[src/rtl/wdt_pkg.sv]
package wdt_pkg;

    localparam int unsigned DATA_W     = 32;
    localparam int unsigned BE_W       = DATA_W / 8;
    localparam int unsigned PS_W       = 5;
    localparam int unsigned CS_W       = 2;
    localparam int unsigned PRE_LOG2   = 5;

    localparam int unsigned EN_BIT     = 15;
    localparam int unsigned WIN_BIT    = 0;
    localparam int unsigned PS_LSB     = 8;
    localparam int unsigned CS_LSB     = 6;
    localparam int unsigned FLAG_IDLE  = 2;
    localparam int unsigned FLAG_SLEEP = 3;
    localparam int unsigned FLAG_TMO   = 4;

    localparam logic [15:0]       SERVICE_KEY = 16'h5743;
    localparam logic [BE_W-1:0]   KEY_BE      = 4'b1100;

    localparam logic [DATA_W-1:0] CTRL_WMASK =
        (DATA_W'(1) << EN_BIT) | (DATA_W'(1) << WIN_BIT);
    localparam logic [DATA_W-1:0] STAT_WMASK =
        (DATA_W'(1) << FLAG_TMO) | (DATA_W'(1) << FLAG_IDLE) | (DATA_W'(1) << FLAG_SLEEP);

    typedef enum logic [1:0] {
        OP_WRITE = 2'd0,
        OP_CLR   = 2'd1,
        OP_SET   = 2'd2,
        OP_INV   = 2'd3
    } alias_op_e;

    typedef struct packed {
        logic              valid;
        logic              sel_stat;
        alias_op_e         op;
        logic [BE_W-1:0]   be;
        logic [DATA_W-1:0] data;
    } bus_req_t;

    function automatic logic [DATA_W-1:0] be_mask(input logic [BE_W-1:0] be);
        logic [DATA_W-1:0] m;
        for (int i = 0; i < BE_W; i++) begin
            m[i*8 +: 8] = {8{be[i]}};
        end
        return m;
    endfunction

    function automatic logic [DATA_W-1:0] apply_alias(
        input logic [DATA_W-1:0] cur,
        input logic [DATA_W-1:0] wd,
        input logic [DATA_W-1:0] m,
        input alias_op_e         op
    );
        case (op)
            OP_WRITE: return (cur & ~m) | (wd & m);
            OP_CLR:   return cur & ~(wd & m);
            OP_SET:   return cur | (wd & m);
            default:  return cur ^ (wd & m);
        endcase
    endfunction

endpackage

[src/rtl/wdt_tick_sync.sv]
module wdt_tick_sync #(
    parameter int unsigned SYNC_STAGES = 2
) (
    input  logic clk,
    input  logic rst,
    input  logic slow_clk,
    output logic tick
);
    logic [SYNC_STAGES:0] shift_q;

    always_ff @(posedge clk) begin
        if (rst) begin
            shift_q <= '0;
        end else begin
            shift_q <= {shift_q[SYNC_STAGES-1:0], slow_clk};
        end
    end

    // rising edge seen after the synchronizer stages
    assign tick = shift_q[SYNC_STAGES-1] & ~shift_q[SYNC_STAGES];

    AST_TICK_ISOLATED: assert property (@(posedge clk) disable iff (rst)
        tick |=> !tick);
endmodule

[src/rtl/wdt_counter.sv]
module wdt_counter
    import wdt_pkg::*;
#(
    parameter int unsigned PRE_W = PRE_LOG2,
    parameter int unsigned EXP_W = PS_W
) (
    input  logic             clk,
    input  logic             rst,
    input  logic             en,
    input  logic             win,
    input  logic [EXP_W-1:0] ps,
    input  logic             tick,
    input  logic             key_hit,
    output logic             tmo
);
    localparam int unsigned CNT_W = 1 << EXP_W;

    logic [PRE_W-1:0] pre_q;
    logic [CNT_W-1:0] cnt_q;
    logic [CNT_W-1:0] term;
    logic [CNT_W-1:0] quarter;
    logic [CNT_W-1:0] win_lo;
    logic             pre_wrap;
    logic             tmo_count;
    logic             tmo_early;

    always_comb begin
        term      = CNT_W'(1) << ps;
        quarter   = ((term >> 2) == '0) ? CNT_W'(1) : (term >> 2);
        win_lo    = term - quarter;
        pre_wrap  = tick && (pre_q == '1);
        tmo_count = en && pre_wrap && (cnt_q == term - CNT_W'(1));
        tmo_early = en && key_hit && win && (cnt_q < win_lo);
        tmo       = tmo_count || tmo_early;
    end

    always_ff @(posedge clk) begin
        if (rst || !en || key_hit || tmo) begin
            pre_q <= '0;
            cnt_q <= '0;
        end else if (tick) begin
            pre_q <= pre_q + PRE_W'(1);
            if (pre_wrap) begin
                cnt_q <= cnt_q + CNT_W'(1);
            end
        end
    end

    AST_DISABLED_HELD: assert property (@(posedge clk) disable iff (rst)
        !en |=> (cnt_q == '0 && pre_q == '0));
    AST_CNT_BELOW_TERM: assert property (@(posedge clk) disable iff (rst)
        en |-> (cnt_q < term));
    AST_KEY_RESTARTS: assert property (@(posedge clk) disable iff (rst)
        key_hit |=> (cnt_q == '0 && pre_q == '0));
endmodule

[src/rtl/wdt_regs.sv]
module wdt_regs
    import wdt_pkg::*;
(
    input  logic              clk,
    input  logic              rst,
    input  logic              por,
    input  bus_req_t          req,
    input  logic              rd_stat,
    input  logic [CS_W-1:0]   cfg_clksel,
    input  logic [PS_W-1:0]   cfg_postscale,
    input  logic              pwr_idle,
    input  logic              pwr_sleep,
    input  logic              tmo,
    output logic [DATA_W-1:0] rdata,
    output logic              en,
    output logic              win,
    output logic [PS_W-1:0]   ps,
    output logic              key_hit,
    output logic              flag_tmo
);
    logic [DATA_W-1:0] ctrl_q;
    logic [DATA_W-1:0] stat_q;
    logic [DATA_W-1:0] stat_d;
    logic [DATA_W-1:0] ctrl_view;
    logic [CS_W-1:0]   cs_q;
    logic [PS_W-1:0]   ps_q;
    logic              ctrl_wr;
    logic              stat_wr;

    assign ctrl_wr = req.valid && !req.sel_stat;
    assign stat_wr = req.valid && req.sel_stat;
    assign key_hit = ctrl_wr && (req.op == OP_WRITE) && (req.be == KEY_BE)
                     && (req.data[DATA_W-1 -: 16] == SERVICE_KEY);

    always_ff @(posedge clk) begin
        if (rst || por) begin
            ctrl_q <= '0;
            cs_q   <= cfg_clksel;
            ps_q   <= cfg_postscale;
        end else if (ctrl_wr) begin
            ctrl_q <= apply_alias(ctrl_q, req.data, be_mask(req.be) & CTRL_WMASK, req.op);
        end
    end

    always_comb begin
        stat_d = stat_q;
        if (stat_wr) begin
            stat_d = apply_alias(stat_q, req.data, be_mask(req.be) & STAT_WMASK, req.op);
        end
        if (tmo) begin
            stat_d[FLAG_TMO] = 1'b1;
            if (pwr_idle)  stat_d[FLAG_IDLE]  = 1'b1;
            if (pwr_sleep) stat_d[FLAG_SLEEP] = 1'b1;
        end
    end

    always_ff @(posedge clk) begin
        if (por) begin
            stat_q <= '0;
        end else begin
            stat_q <= stat_d;
        end
    end

    assign ctrl_view = ctrl_q
                     | (DATA_W'(ps_q) << PS_LSB)
                     | (DATA_W'(cs_q) << CS_LSB);
    assign rdata    = rd_stat ? stat_q : ctrl_view;
    assign en       = ctrl_q[EN_BIT];
    assign win      = ctrl_q[WIN_BIT];
    assign ps       = ps_q;
    assign flag_tmo = stat_q[FLAG_TMO];

    AST_CFG_FROZEN: assert property (@(posedge clk) disable iff (rst || por)
        1'b1 |=> ($stable(ps_q) && $stable(cs_q)));
    AST_FLAG_STICKY: assert property (@(posedge clk) disable iff (por)
        (stat_q[FLAG_TMO] && !stat_wr) |=> stat_q[FLAG_TMO]);
    AST_FLAG_ON_TMO: assert property (@(posedge clk) disable iff (por)
        tmo |=> stat_q[FLAG_TMO]);
endmodule

[src/rtl/keyed_watchdog.sv]
module keyed_watchdog
    import wdt_pkg::*;
#(
    parameter int unsigned ADDR_W      = 8,
    parameter int unsigned SYNC_STAGES = 2
) (
    input  logic                 clk,
    input  logic                 rst,
    input  logic                 por,
    input  logic                 slow_clk,
    input  logic [CS_W-1:0]      cfg_clksel,
    input  logic [PS_W-1:0]      cfg_postscale,
    input  logic                 pwr_idle,
    input  logic                 pwr_sleep,
    input  logic                 bus_valid,
    input  logic                 bus_write,
    input  logic [ADDR_W-1:0]    bus_addr,
    input  logic [BE_W-1:0]      bus_be,
    input  logic [DATA_W-1:0]    bus_wdata,
    output logic [DATA_W-1:0]    bus_rdata,
    output logic                 rst_req
);
    localparam int unsigned DEC_LSB = 5;

    logic             any_rst;
    logic             tick;
    logic             en;
    logic             win;
    logic [PS_W-1:0]  ps;
    logic             key_hit;
    logic             tmo;
    logic             flag_tmo;
    bus_req_t         req;

    assign any_rst = rst || por;

    always_comb begin
        req.valid    = bus_valid && bus_write
                       && (bus_addr[ADDR_W-1:DEC_LSB] == '0)
                       && (bus_addr[1:0] == 2'b00);
        req.sel_stat = bus_addr[4];
        req.op       = alias_op_e'(bus_addr[3:2]);
        req.be       = bus_be;
        req.data     = bus_wdata;
    end

    wdt_tick_sync #(
        .SYNC_STAGES (SYNC_STAGES)
    ) u_sync (
        .clk      (clk),
        .rst      (any_rst),
        .slow_clk (slow_clk),
        .tick     (tick)
    );

    wdt_regs u_regs (
        .clk           (clk),
        .rst           (rst),
        .por           (por),
        .req           (req),
        .rd_stat       (bus_addr[4]),
        .cfg_clksel    (cfg_clksel),
        .cfg_postscale (cfg_postscale),
        .pwr_idle      (pwr_idle),
        .pwr_sleep     (pwr_sleep),
        .tmo           (tmo),
        .rdata         (bus_rdata),
        .en            (en),
        .win           (win),
        .ps            (ps),
        .key_hit       (key_hit),
        .flag_tmo      (flag_tmo)
    );

    wdt_counter #(
        .PRE_W (PRE_LOG2),
        .EXP_W (PS_W)
    ) u_cnt (
        .clk     (clk),
        .rst     (any_rst),
        .en      (en),
        .win     (win),
        .ps      (ps),
        .tick    (tick),
        .key_hit (key_hit),
        .tmo     (tmo)
    );

    always_ff @(posedge clk) begin
        if (any_rst) begin
            rst_req <= 1'b0;
        end else begin
            rst_req <= tmo && !rst_req;
        end
    end

    AST_REQ_ONE_CYCLE: assert property (@(posedge clk) disable iff (any_rst)
        rst_req |=> !rst_req);
    AST_REQ_FLAGGED: assert property (@(posedge clk) disable iff (any_rst)
        rst_req |-> flag_tmo);
    AST_REQ_NEEDS_EN: assert property (@(posedge clk) disable iff (any_rst)
        rst_req |-> $past(en));
endmodule

[config.mk]
export PLATFORM = sky130hd
export DESIGN_NAME = keyed_watchdog
export DESIGN_NICKNAME = d
export VERILOG_FILES = /design/src/rtl/wdt_pkg.sv /design/src/rtl/wdt_tick_sync.sv /design/src/rtl/wdt_counter.sv /design/src/rtl/wdt_regs.sv /design/src/rtl/keyed_watchdog.sv
export SDC_FILE = /design/constraint.sdc
export NUM_CORES = 1
export LEC_CHECK = 0
export ABC_AREA = 1
export BUFFER_PORTS_ARGS = -buffer_cell sky130_fd_sc_hd__buf_2
export CORE_MARGIN = 2
export CORE_UTILIZATION = 40
export DETAILED_ROUTE_END_ITERATION = 10
export SKIP_CTS_REPAIR_TIMING = 1
export SLEW_MARGIN = 20
export SYNTH_ARGS = -nofsm -noshare
export SYNTH_HDL_FRONTEND = slang
export SYNTH_HIERARCHICAL = 1
export SYNTH_SLANG_ARGS = --single-unit
[constraint.sdc]
create_clock -name clk -period 4.8 [get_ports clk]
set_input_delay 0.48 -clock clk [delete_from_list [all_inputs] [get_ports clk]]
set_output_delay 0.48 -clock clk [all_outputs]
set_load 0.05 [all_outputs]
==> qor.csv <==
metric,value,unit
finalNonFillerCells,1369,
vias,6844,
track_usage,20.9,%
hp-class,in -> reg,
htreeDepth,2,
ys_seq_elements,53,
p_int,1.06,mW
fin_total_pwr,1.79,mW
clk_latency,0.30,ns
wl_met3,934,um
crit_arrival,4.79,ns
hpwl,15500,um
p_clk_share,23.5,%
route.layer.met1.wl,8820,um
cts.sinks,53,
status,"complete, no violations",
tightestPinTransition,0.675,ns
grt_max_degree,21,
layout_common_cells,"212 x nand2_1, 153 x inv_1, 123 x nor2_1",
io_pins,92,
routedWlPerCell,13.6,um
hold_violations,0,
drt_iter0_drc,419,
critical_path_class,reg -> reg,
synth_compound_area_share,9.04,%
register_area,0.00113,mm^2
gp_congestion,0.973,
synth_top_area_share,14.0,%
synth_area_per_cell,6.41,um^2
grt_pass1_wl,30000,um
num_rows,47,
leakagePower,4.09,nW
grt.overflow.total,0,
dp.cells,1349,
fill_cells,1794,
netlist_instances,1044,
p_sw,0.728,mW
syn_area,0.00670,mm^2
final_cell_area,0.00783,mm^2
routed.top_layer,met4,
rsz0062_at_grt,true,
skew,0.00832,ns
endpoint_kind,flop,
wl_met2,8510,um
drtAntennaViolNets,0,
synth_top_family_by_area,simple AND/OR/NAND/NOR gates,
clock.fmax,218,MHz
core_area,0.0165,mm^2
antenna_found_initial,0,
antenna_cells,0,
powerDensity,229,mW/mm^2
seqPwrFrac,25.8,%
yosys-mux-area-fraction,0.448,%
viasPerCell,5.00,
start_kind,flop,
finalSetupTns,0,ns
worstPathMaxFanout,20,
drive_above_1_share,17.7,%
power_frac_comb,50.8,%
cts_made_buffers,5,
post-route-drc-count,0,
switching_share,40.7,%
syn2layout_area_growth,16.9,%
ys_top_cells_by_area,"ha_1 14%, dfxtp_1 14%, nand2_1 12%, inv_1 8.7%, xor2_1 7.7%",
initial_core_util,40.7,%
grt_pass1_vias,6191,
cp.required,4.99,ns
cap_violations,0,
final_max_slew_viol_count,0,
synth-simple-area-share,35.5,%
finalCritPeriodShare,95.7,%
synth_xor_xnor_area_share,10.5,%
layout_commonest_cell,nand2_1,
place_area,0.00738,mm^2
cts_max_path_buffers,2,
synthAdderAreaFrac,14.3,%
peakVddDrop,0.169,mV
yosys_warnings,6,
setup_violations,0,
die_x,133,um
multiInputGateArea,0.00492,mm^2
synth_area_leader_cell,ha_1,
synth_cell_types,49,
ys_seq_area_share,16.9,%
io_buffers,60,
period_needed,4.59,ns
cts_tree,done,
finalWirelength,18700,um
dr.pass1.iters,5,
dieArea,0.0178,mm^2
path_clk_slew,0.08,ns
dieHeight,133,um
nets,1283,
timing.slew.headroom,54.6,%
clock-root-buffer,clkbuf_16,
[path summary, 6_finish.rpt]
path | startpoint | endpoint | slack (ns) | depth (start not counted)
max | u_regs/ps[0]$_DFFE_PP_ | u_cnt/cnt_q[1]$_SDFFE_PP0P_ | 0.21 | 26
max reg2reg | u_regs/ps[0]$_DFFE_PP_ | u_cnt/cnt_q[1]$_SDFFE_PP0P_ | 0.21 | 26
min | cfg_postscale[0] | u_regs/ps[0]$_DFFE_PP_ | 0.35 | 1
min reg2reg | u_sync/shift_q[0]$_SDFF_PP0_ | u_sync/shift_q[1]$_SDFF_PP0_ | 0.40 | 2
[cell usage after synthesis, drive strengths merged]
| master | instances |
|---|---|
| nand2 | 222 |
| inv | 160 |
| nor2 | 151 |
| ha | 75 |
| nand3 | 75 |
| xor2 | 59 |
| a21oi | 53 |
| dfxtp | 46 |
| nand4 | 40 |
| buf | 32 |
| o21ai | 31 |
| xnor2 | 21 |
| nor3 | 17 |
| nor4 | 13 |
| edfxtp | 7 |
| or2 | 6 |
| a21o | 5 |
| clkbuf | 4 |
| a41oi | 3 |
| mux2i | 3 |
| o211ai | 3 |
| o22ai | 3 |
| a211oi | 2 |
| a31oi | 2 |
| a2111oi | 1 |
| a21boi | 1 |
| a221oi | 1 |
| and3 | 1 |
| conb | 1 |
| fa | 1 |
| nand2b | 1 |
| nand3b | 1 |
| o2111ai | 1 |
| o21a | 1 |
| o221a | 1 |
[worst max-delay path, stage by stage, from the launching register on]
cell	delay (ns)
edfxtp_1	0.50
inv_2	0.10
nor2_4	0.10
buf_4	0.17
nand4_1	0.16
ha_1	0.40
a21oi_2	0.20
nand2_4	0.08
a21oi_4	0.20
o21ai_4	0.10
buf_6	0.13
nand2_2	0.04
o211ai_1	0.13
a21oi_2	0.21
nor3_2	0.06
nor2_1	0.12
xor2_1	0.20
ha_1	0.26
nand4_1	0.12
a31oi_1	0.07
a2111oi_2	0.37
nor2_1	0.09
nor2_1	0.13
nand2_2	0.13
nand3_4	0.14
buf_12	0.17
nor2_1	0.06
[metal layers]
layer | up-vias | GRT usage (%)
met2 | 201 | 34.8
met3 | 25 | 1.60
met5 | - | 0
met4 | 0 | 6.09
met1 | 3048 | 28.9
li1 | 3570 | -
[metrics by stage]
| step | utilization, % | worst slack (ns) | hold WS, ns |
|---|---|---|---|
| after floorplan | - | 0.211 | 0.388 |
| after global placement | 44.8 | 0.0409 | 0.390 |
| after detailed placement | 44.8 | 0.0500 | 0.396 |
| after CTS | 45.9 | -0.00675 | 0.346 |
| after global routing | 47.5 | -0.124 | 0.344 |
| final | 47.5 | 0.207 | 0.350 |
[sequential cells by signal, indices dropped and copies added, names as in the netlist]
name and flops:
u_cnt/pre_q 5, u_regs/cs_q 2, u_regs/stat_q 3, u_regs/ps 5
u_cnt/cnt_q 32, u_regs/ctrl_q 2, u_sync/shift_q 3, rst_req 1
[power by group through the flow]
stage | sequential, mW | clock [mW] | combinational, mW
floorplan | 0.471 | 0 | 0.623
global placement | 0.471 | 0 | 0.824
detailed placement | 0.471 | 0 | 0.831
finish | 0.461 | 0.420 | 0.909
global route | 0.462 | 0.444 | 1.03
CTS | 0.461 | 0.429 | 0.838
[kinds of logic (layout without fill, tap and decap cells)]
kind of cell               Yosys count  after routing
AOI/OAI and AO/OA                  108            108
muxes                                3              3
adders and majority gates           76             76
and+or+nand+nor                    527            527
DFF                                 53             53
xor gates and xnor gates            80             80
buffers and inverters              196            282
other                                1             20
[cell type report]
cell class / instances / area share, %
inverters: 160 / 7.67
clock inverters: 3 / 0.528
well taps: 220 / 3.52
clock buffers: 5 / 1.60
flip-flops and latches: 53 / 14.5
repair buffers: 114 / 9.32
multi-input cells: 814 / 62.9
Power figures use the tool's default switching activity.
